<file path="src/rtl/arb_pkg.sv">
package arb_pkg;
  typedef enum logic [0:0] {
    ST_IDLE  = 1'b0,
    ST_OFFER = 1'b1
  } arb_state_e;
endpackage

</file>
<file path="src/rtl/arb_rst_sync.sv">
module arb_rst_sync #(
  parameter int STAGES = 2
) (
  input  logic clk,
  input  logic rst_n,
  output logic rst_sync_n
);
  logic [STAGES-1:0] chain_q;

  always_ff @(posedge clk or negedge rst_n) begin
    if (!rst_n) chain_q <= '0;
    else        chain_q <= {chain_q[STAGES-2:0], 1'b1};
  end

  assign rst_sync_n = chain_q[STAGES-1];
endmodule

</file>
<file path="src/rtl/arb_req_cond.sv">
module arb_req_cond #(
  parameter int NUM_LVL = 4,
  parameter int LOW_LVL = 4,
  parameter int PRI_W   = 3
) (
  input  logic [NUM_LVL-1:0] dev_req_n,
  input  logic               dma_req_n,
  input  logic [PRI_W-1:0]   cpu_level,
  output logic [NUM_LVL:0]   raw_act,
  output logic [NUM_LVL:0]   elig
);
  // bit NUM_LVL is the DMA request, lower bits are numbered device levels
  assign raw_act[NUM_LVL] = ~dma_req_n;
  assign elig[NUM_LVL]    = ~dma_req_n;

  for (genvar i = 0; i < NUM_LVL; i++) begin : g_lvl
    localparam logic [PRI_W:0] LVL_V = (PRI_W+1)'(LOW_LVL + i);
    assign raw_act[i] = ~dev_req_n[i];
    assign elig[i]    = ~dev_req_n[i] && (LVL_V > {1'b0, cpu_level});
  end
endmodule

</file>
<file path="src/rtl/arb_prio_pick.sv">
module arb_prio_pick #(
  parameter int NUM_LVL = 4
) (
  input  logic [NUM_LVL:0] elig,
  output logic [NUM_LVL:0] win
);
  logic found;

  always_comb begin
    win   = '0;
    found = 1'b0;
    for (int i = NUM_LVL; i >= 0; i--) begin
      if (elig[i] && !found) begin
        win[i] = 1'b1;
        found  = 1'b1;
      end
    end
  end
endmodule

</file>
<file path="src/rtl/arb_grant_fsm.sv">
module arb_grant_fsm
  import arb_pkg::*;
#(
  parameter int NUM_LVL = 4
) (
  input  logic             clk,
  input  logic             rst_n,
  input  logic             init_n,
  input  logic             sel_ack_n,
  input  logic             bus_busy_n,
  input  logic [NUM_LVL:0] raw_act,
  input  logic [NUM_LVL:0] win,
  output logic [NUM_LVL:0] grant
);
  arb_state_e       state_q, state_d;
  logic [NUM_LVL:0] grant_q, grant_d;
  logic             bus_quiet;
  logic             held;
  logic             upd_en;

  assign bus_quiet = sel_ack_n && bus_busy_n;
  assign held      = |(grant_q & raw_act);

  always_comb begin
    state_d = state_q;
    grant_d = grant_q;
    if (!init_n) begin
      state_d = ST_IDLE;
      grant_d = '0;
    end else begin
      case (state_q)
        ST_IDLE: begin
          if (bus_quiet && (|win)) begin
            state_d = ST_OFFER;
            grant_d = win;
          end
        end
        ST_OFFER: begin
          if (!sel_ack_n || !held) begin
            state_d = ST_IDLE;
            grant_d = '0;
          end
        end
        default: begin
          state_d = ST_IDLE;
          grant_d = '0;
        end
      endcase
    end
  end

  assign upd_en = (state_d != state_q) || (grant_d != grant_q);

  always_ff @(posedge clk or negedge rst_n) begin
    if (!rst_n) begin
      state_q <= ST_IDLE;
      grant_q <= '0;
    end else if (upd_en) begin
      state_q <= state_d;
      grant_q <= grant_d;
    end
  end

  assign grant = grant_q;

  AST_ONE_GRANT: assert property (@(posedge clk) disable iff (!rst_n)
    $onehot0(grant_q));
  AST_ACK_DROPS: assert property (@(posedge clk) disable iff (!rst_n)
    ((grant_q != '0) && !sel_ack_n) |=> (grant_q == '0));
  AST_GRANT_HOLD: assert property (@(posedge clk) disable iff (!rst_n)
    ((grant_q != '0) && sel_ack_n && init_n && ((grant_q & raw_act) != '0)) |=> $stable(grant_q));
  AST_QUIET_ONLY: assert property (@(posedge clk) disable iff (!rst_n)
    ((grant_q == '0) && (!sel_ack_n || !bus_busy_n)) |=> (grant_q == '0));
  AST_INIT_CLEAR: assert property (@(posedge clk) disable iff (!rst_n)
    !init_n |=> (grant_q == '0));
  AST_WITHDRAW_DROP: assert property (@(posedge clk) disable iff (!rst_n)
    ((grant_q != '0) && ((grant_q & raw_act) == '0)) |=> (grant_q == '0));
  AST_DMA_FIRST: assert property (@(posedge clk) disable iff (!rst_n)
    ((grant_q == '0) && init_n && bus_quiet && raw_act[NUM_LVL]) |=> grant_q[NUM_LVL]);
endmodule

</file>
<file path="src/rtl/bus_grant_arbiter.sv">
module bus_grant_arbiter #(
  parameter int NUM_LVL = 4,
  parameter int LOW_LVL = 4,
  parameter int PRI_W   = 3
) (
  input  logic               clk,
  input  logic               rst_n,
  input  logic               init_n,
  input  logic [NUM_LVL-1:0] dev_req_n,
  input  logic               dma_req_n,
  input  logic               sel_ack_n,
  input  logic               bus_busy_n,
  input  logic [PRI_W-1:0]   cpu_level,
  output logic [NUM_LVL-1:0] dev_grant,
  output logic               dma_grant
);
  localparam int VEC_W = NUM_LVL + 1;

  logic             rst_sync_n;
  logic [VEC_W-1:0] raw_act;
  logic [VEC_W-1:0] elig;
  logic [VEC_W-1:0] win;
  logic [VEC_W-1:0] grant;

  arb_rst_sync #(.STAGES(2)) u_rst (
    .clk        (clk),
    .rst_n      (rst_n),
    .rst_sync_n (rst_sync_n)
  );

  arb_req_cond #(.NUM_LVL(NUM_LVL), .LOW_LVL(LOW_LVL), .PRI_W(PRI_W)) u_cond (
    .dev_req_n (dev_req_n),
    .dma_req_n (dma_req_n),
    .cpu_level (cpu_level),
    .raw_act   (raw_act),
    .elig      (elig)
  );

  arb_prio_pick #(.NUM_LVL(NUM_LVL)) u_pick (
    .elig (elig),
    .win  (win)
  );

  arb_grant_fsm #(.NUM_LVL(NUM_LVL)) u_fsm (
    .clk        (clk),
    .rst_n      (rst_sync_n),
    .init_n     (init_n),
    .sel_ack_n  (sel_ack_n),
    .bus_busy_n (bus_busy_n),
    .raw_act    (raw_act),
    .win        (win),
    .grant      (grant)
  );

  assign dev_grant = grant[NUM_LVL-1:0];
  assign dma_grant = grant[NUM_LVL];

  AST_MASK_RESPECTED: assert property (@(posedge clk) disable iff (!rst_sync_n)
    ($rose(dev_grant[0]) |-> ($past(cpu_level) < 3'd4)));
endmodule

</file>
<file path="config.mk">
export PLATFORM = sky130hd
export DESIGN_NAME = bus_grant_arbiter
export DESIGN_NICKNAME = d
export VERILOG_FILES = /design/src/rtl/arb_pkg.sv /design/src/rtl/arb_rst_sync.sv /design/src/rtl/arb_req_cond.sv /design/src/rtl/arb_prio_pick.sv /design/src/rtl/arb_grant_fsm.sv /design/src/rtl/bus_grant_arbiter.sv
export SDC_FILE = /design/constraint.sdc
export NUM_CORES = 1
export LEC_CHECK = 0
export ABC_AREA = 1
export BUFFER_PORTS_ARGS = -buffer_cell sky130_fd_sc_hd__buf_2
export CORE_AREA = 4 4 41 43
export CTS_CLUSTER_DIAMETER = 50
export CTS_CLUSTER_SIZE = 20
export DETAILED_ROUTE_END_ITERATION = 7
export DIE_AREA = 0 0 45 47
export GPL_ROUTABILITY_DRIVEN = 0
export PLACE_DENSITY = 0.67
export SETUP_SLACK_MARGIN = 0.2
export SLEW_MARGIN = 5
export SYNTH_ARGS = -nofsm -noshare
export SYNTH_HDL_FRONTEND = slang
export SYNTH_SLANG_ARGS = --single-unit
</file>
<file path="constraint.sdc">
create_clock -name clk -period 0.8 [get_ports clk]
set_clock_uncertainty 0.1 [all_clocks]
set_input_delay 0.16 -clock clk [delete_from_list [all_inputs] [get_ports clk]]
set_output_delay 0.16 -clock clk [all_outputs]
set_load 0.005 [all_outputs]
</file>
==> metrics.md <==
| Metric | Value |
|---|---|
| Setup TNS | `-4.26 ns` |
| Fin crit period | `1.27 ns` |
| Delay-heaviest family, CP | `simple AND/OR/NAND/NOR gates` |
| CTS Sinks | `8` |
| Static Leak | `0.492 nW` |
| Max Slew Vio Count | `0` |
| Multi-input combinational cell area | `283 um2` |
| CP Cell Sequence | `nand2_1 -> nand3_2 -> o21ai_2 -> nand2_2 -> nand2_2 -> o21bai_1 -> nor2_1` |
| Power density cells | `around 1300 mW/mm2` |
| Ys Warns | `0` |
| Post-detailed-route DRC marker count | `0` |
| Synthesized flop and latch total | `8` |
| Final worst slack | `-0.473 ns` |
| # rows | `13` |
| Seq pwr share | `42.7%` |
| Area share of the largest cell type after synthesis | `about two fifths` |
| Synthesized area | `roughly 520 um2` |
| Clock transition at the registers of the reported paths | `0.05 ns` |
| Switching share of power | `around 28%` |
| Chip width | `45 um` |
| Cell-internal power | `0.758 mW` |
| Crit end category | `flop` |
| Io pins | `18` |
| Status | `finished, violations left` |
| Share of cells above drive strength 1 | `46.1%` |
| Initial Util | `around 40%` |
| CTS root buf | `clkbuf_4` |
| Final ANT Viol Nets | `0` |
| CP max FO | `4` |
| Initial antenna violation count | `0` |
| Area Overhead vs Synth | `58.1%` |
| Die Span Y | `47 um` |
| Synth unique cells | `14` |
| Max-cap violations | `0` |
| Final hold violations | `6` |
| Reg2reg setup slack | `-0.47 ns` |
| Combinational power share | `30.1%` |
| Final instance area | `817 um2` |
| Avg Cell Area, Syn | `around 6.6 um2` |
| Smallest hold slack | `-0.0108 ns` |
| Via count | `~600` |
| NetSw | `0.288 mW` |
| Critical Path Source | `u_fsm.grant[1]` |
| WP data required | `0.83 ns` |
| VDD IR-drop max | `0.000919 V` |
| CTS tree | `built` |
| Final worst path period share | `159%` |
| Gr ovfl total | `0` |
| Max stage delay cell, worst path | `dfrtp_1` |
| Post-DP Area | `736 um2` |
| Dpl hpwl | `between 1000 and 1500 um` |
| First-pass GRT wire length | `2200 um` |
| Syn Inst Count | `between 70 and 80` |
| Critical path's largest stage delay | `0.38 ns` |
| Failing checks | `hold timing, setup timing` |
| Most used cell, CP | `nand2_2` |
| Syn_nets | `91` |
| DR iter-0 viols | `5` |
| RSZ-0062 raised after global routing | `yes` |
| Max Buffers Root-to-Sink | `2` |
| CTS Buf Count | `3` |
| Router iterations before antenna repair | `6` |
| Wire per inst | `roughly 10 um` |
| Filler cell count | `123` |
| Synth area leader | `dfrtp_1` |
| WS Path Type | `flop to flop` |
| FF-to-FF Start | `u_fsm.grant[1]` |
| CP startpoint kind | `flop` |
| Clock Power Share | `27.2%` |
| Largest net degree at the start of global routing | `9` |
| Reg area | `200 um2` |
| IO buf count | `17` |
| Arrival @ worst endpoint | `1.31 ns` |
| Nets@finish | `130` |
| Top cells by area, synth | `dfrtp_1, nand2_1, inv_1` |
| Vias in the first global route | `592` |
| # H-tree levels | `1` |
| CP Buf/Inv Count | `0` |
| Ant. Diodes | `0` |
| Core area | `0.00130 mm2` |
| Hold Crit Class | `flop to async pin` |
| Fmax achieved | `0.786 GHz` |
| Clk_lat worst skew | `0.24 ns` |
| Area of the die | `between 0.002 and 0.0025 mm2` |
| Post-synthesis sequential area ratio | `38.7%` |
| Total Wirelength | `around 1300 um` |
| Endpoints failing setup | `11` |
| Vias per Instance | `4.64` |
| GRT Total Usage | `14.8%` |
## through the flow
stage	util (%)	setup WS (ns)	total power, mW	instances
after detailed placement	56.5	-0.495	0.728	125
final	62.8	-0.473	1.05	130
after floorplan	-	-0.396	0.577	78
after global placement	56.5	-0.505	0.724	125
after CTS	60.7	-0.454	1.05	129
after global routing	62.8	-0.564	1.13	130
## layer usage
metal,GRT usage (%),routed length [um]
met5,0,0
met4,12.3,30
met3,1.15,97
met2,25.7,657
met1,16.5,534
## cell usage after synthesis
cell type	count
nand3_1	7
nand4_1	3
conb_1	1
nor2_1	5
nand2_2	4
nand3_2	2
nand2_1	21
o21ai_1	1
o21bai_1	1
dfrtp_1	8
o21ai_0	1
inv_1	18
a21oi_1	5
nor2_2	1
## cells in the final DEF (no fill, tap or decap), drive strengths merged
cell type and instances:
inv 18, dfrtp 8, nand2 25, o21ai 2
nand4 3, buf 33, dlygate4sd3 1, nor2 6
nand3 9, a21oi 5, conb 1, o21bai 1
clkbuf 3
## kinds of logic after synthesis
group	after synthesis	share of synthesized area [%]
buffers and inverters	18	13.1
DFF	8	38.7
AOI/OAI and AO/OA	8	8.23
and+or+nand+nor	43	39.2
other	1	0.726
## power by group through the flow
stage          logic [mW]  registers, mW  clock network [mW]
2_1_floorplan       0.121          0.455                   0
3_3_place_gp        0.273          0.451                   0
3_5_place_dp        0.277          0.452                   0
4_1_cts             0.298          0.446               0.306
5_1_grt             0.354          0.450               0.321
6_report            0.315          0.446               0.285
## worst register-to-register path, stage by stage, from the launching register on
cell      delay [ns]
dfrtp_1         0.38
nand2_1         0.09
nand3_2         0.08
o21ai_2         0.17
nand2_2         0.09
nand2_2         0.09
o21bai_1        0.11
nor2_1          0.05
## registers in the layout (all words and copies together), names as in the netlist
register       cells
u_fsm.state_q      1
u_rst.chain_q      2
u_fsm.grant        5
## area by class of cell
class	instances	area share, %
multi-input cells	52	34.6
clock buffers	3	2.76
well taps	15	2.30
inverters	18	8.27
repair buffers	34	27.6
flip-flops and latches	8	24.5
## worst paths after layout
kind                       cells after the start                to
hold reg to reg                                0    u_fsm.grant[4]
setup reg to reg                               7    u_fsm.grant[4]
max in group asynchronous                      2  u_rst.chain_q[0]
setup / recovery                               7    u_fsm.grant[4]
hold / removal                                 0    u_fsm.grant[4]
min in group clk                               3    u_fsm.grant[2]
## what timing repair did
action / in CTS / in global routing
setup endpoints to repair: 11 / 11
setup buffers: 0 / 1
hold buffers: 1 / 0
resized for setup: 5 / 6
pin swaps: 1 / 2
endpoints found under the hold margin: 8 / 0
No activity file was read; power rests on OpenSTA's default activity.
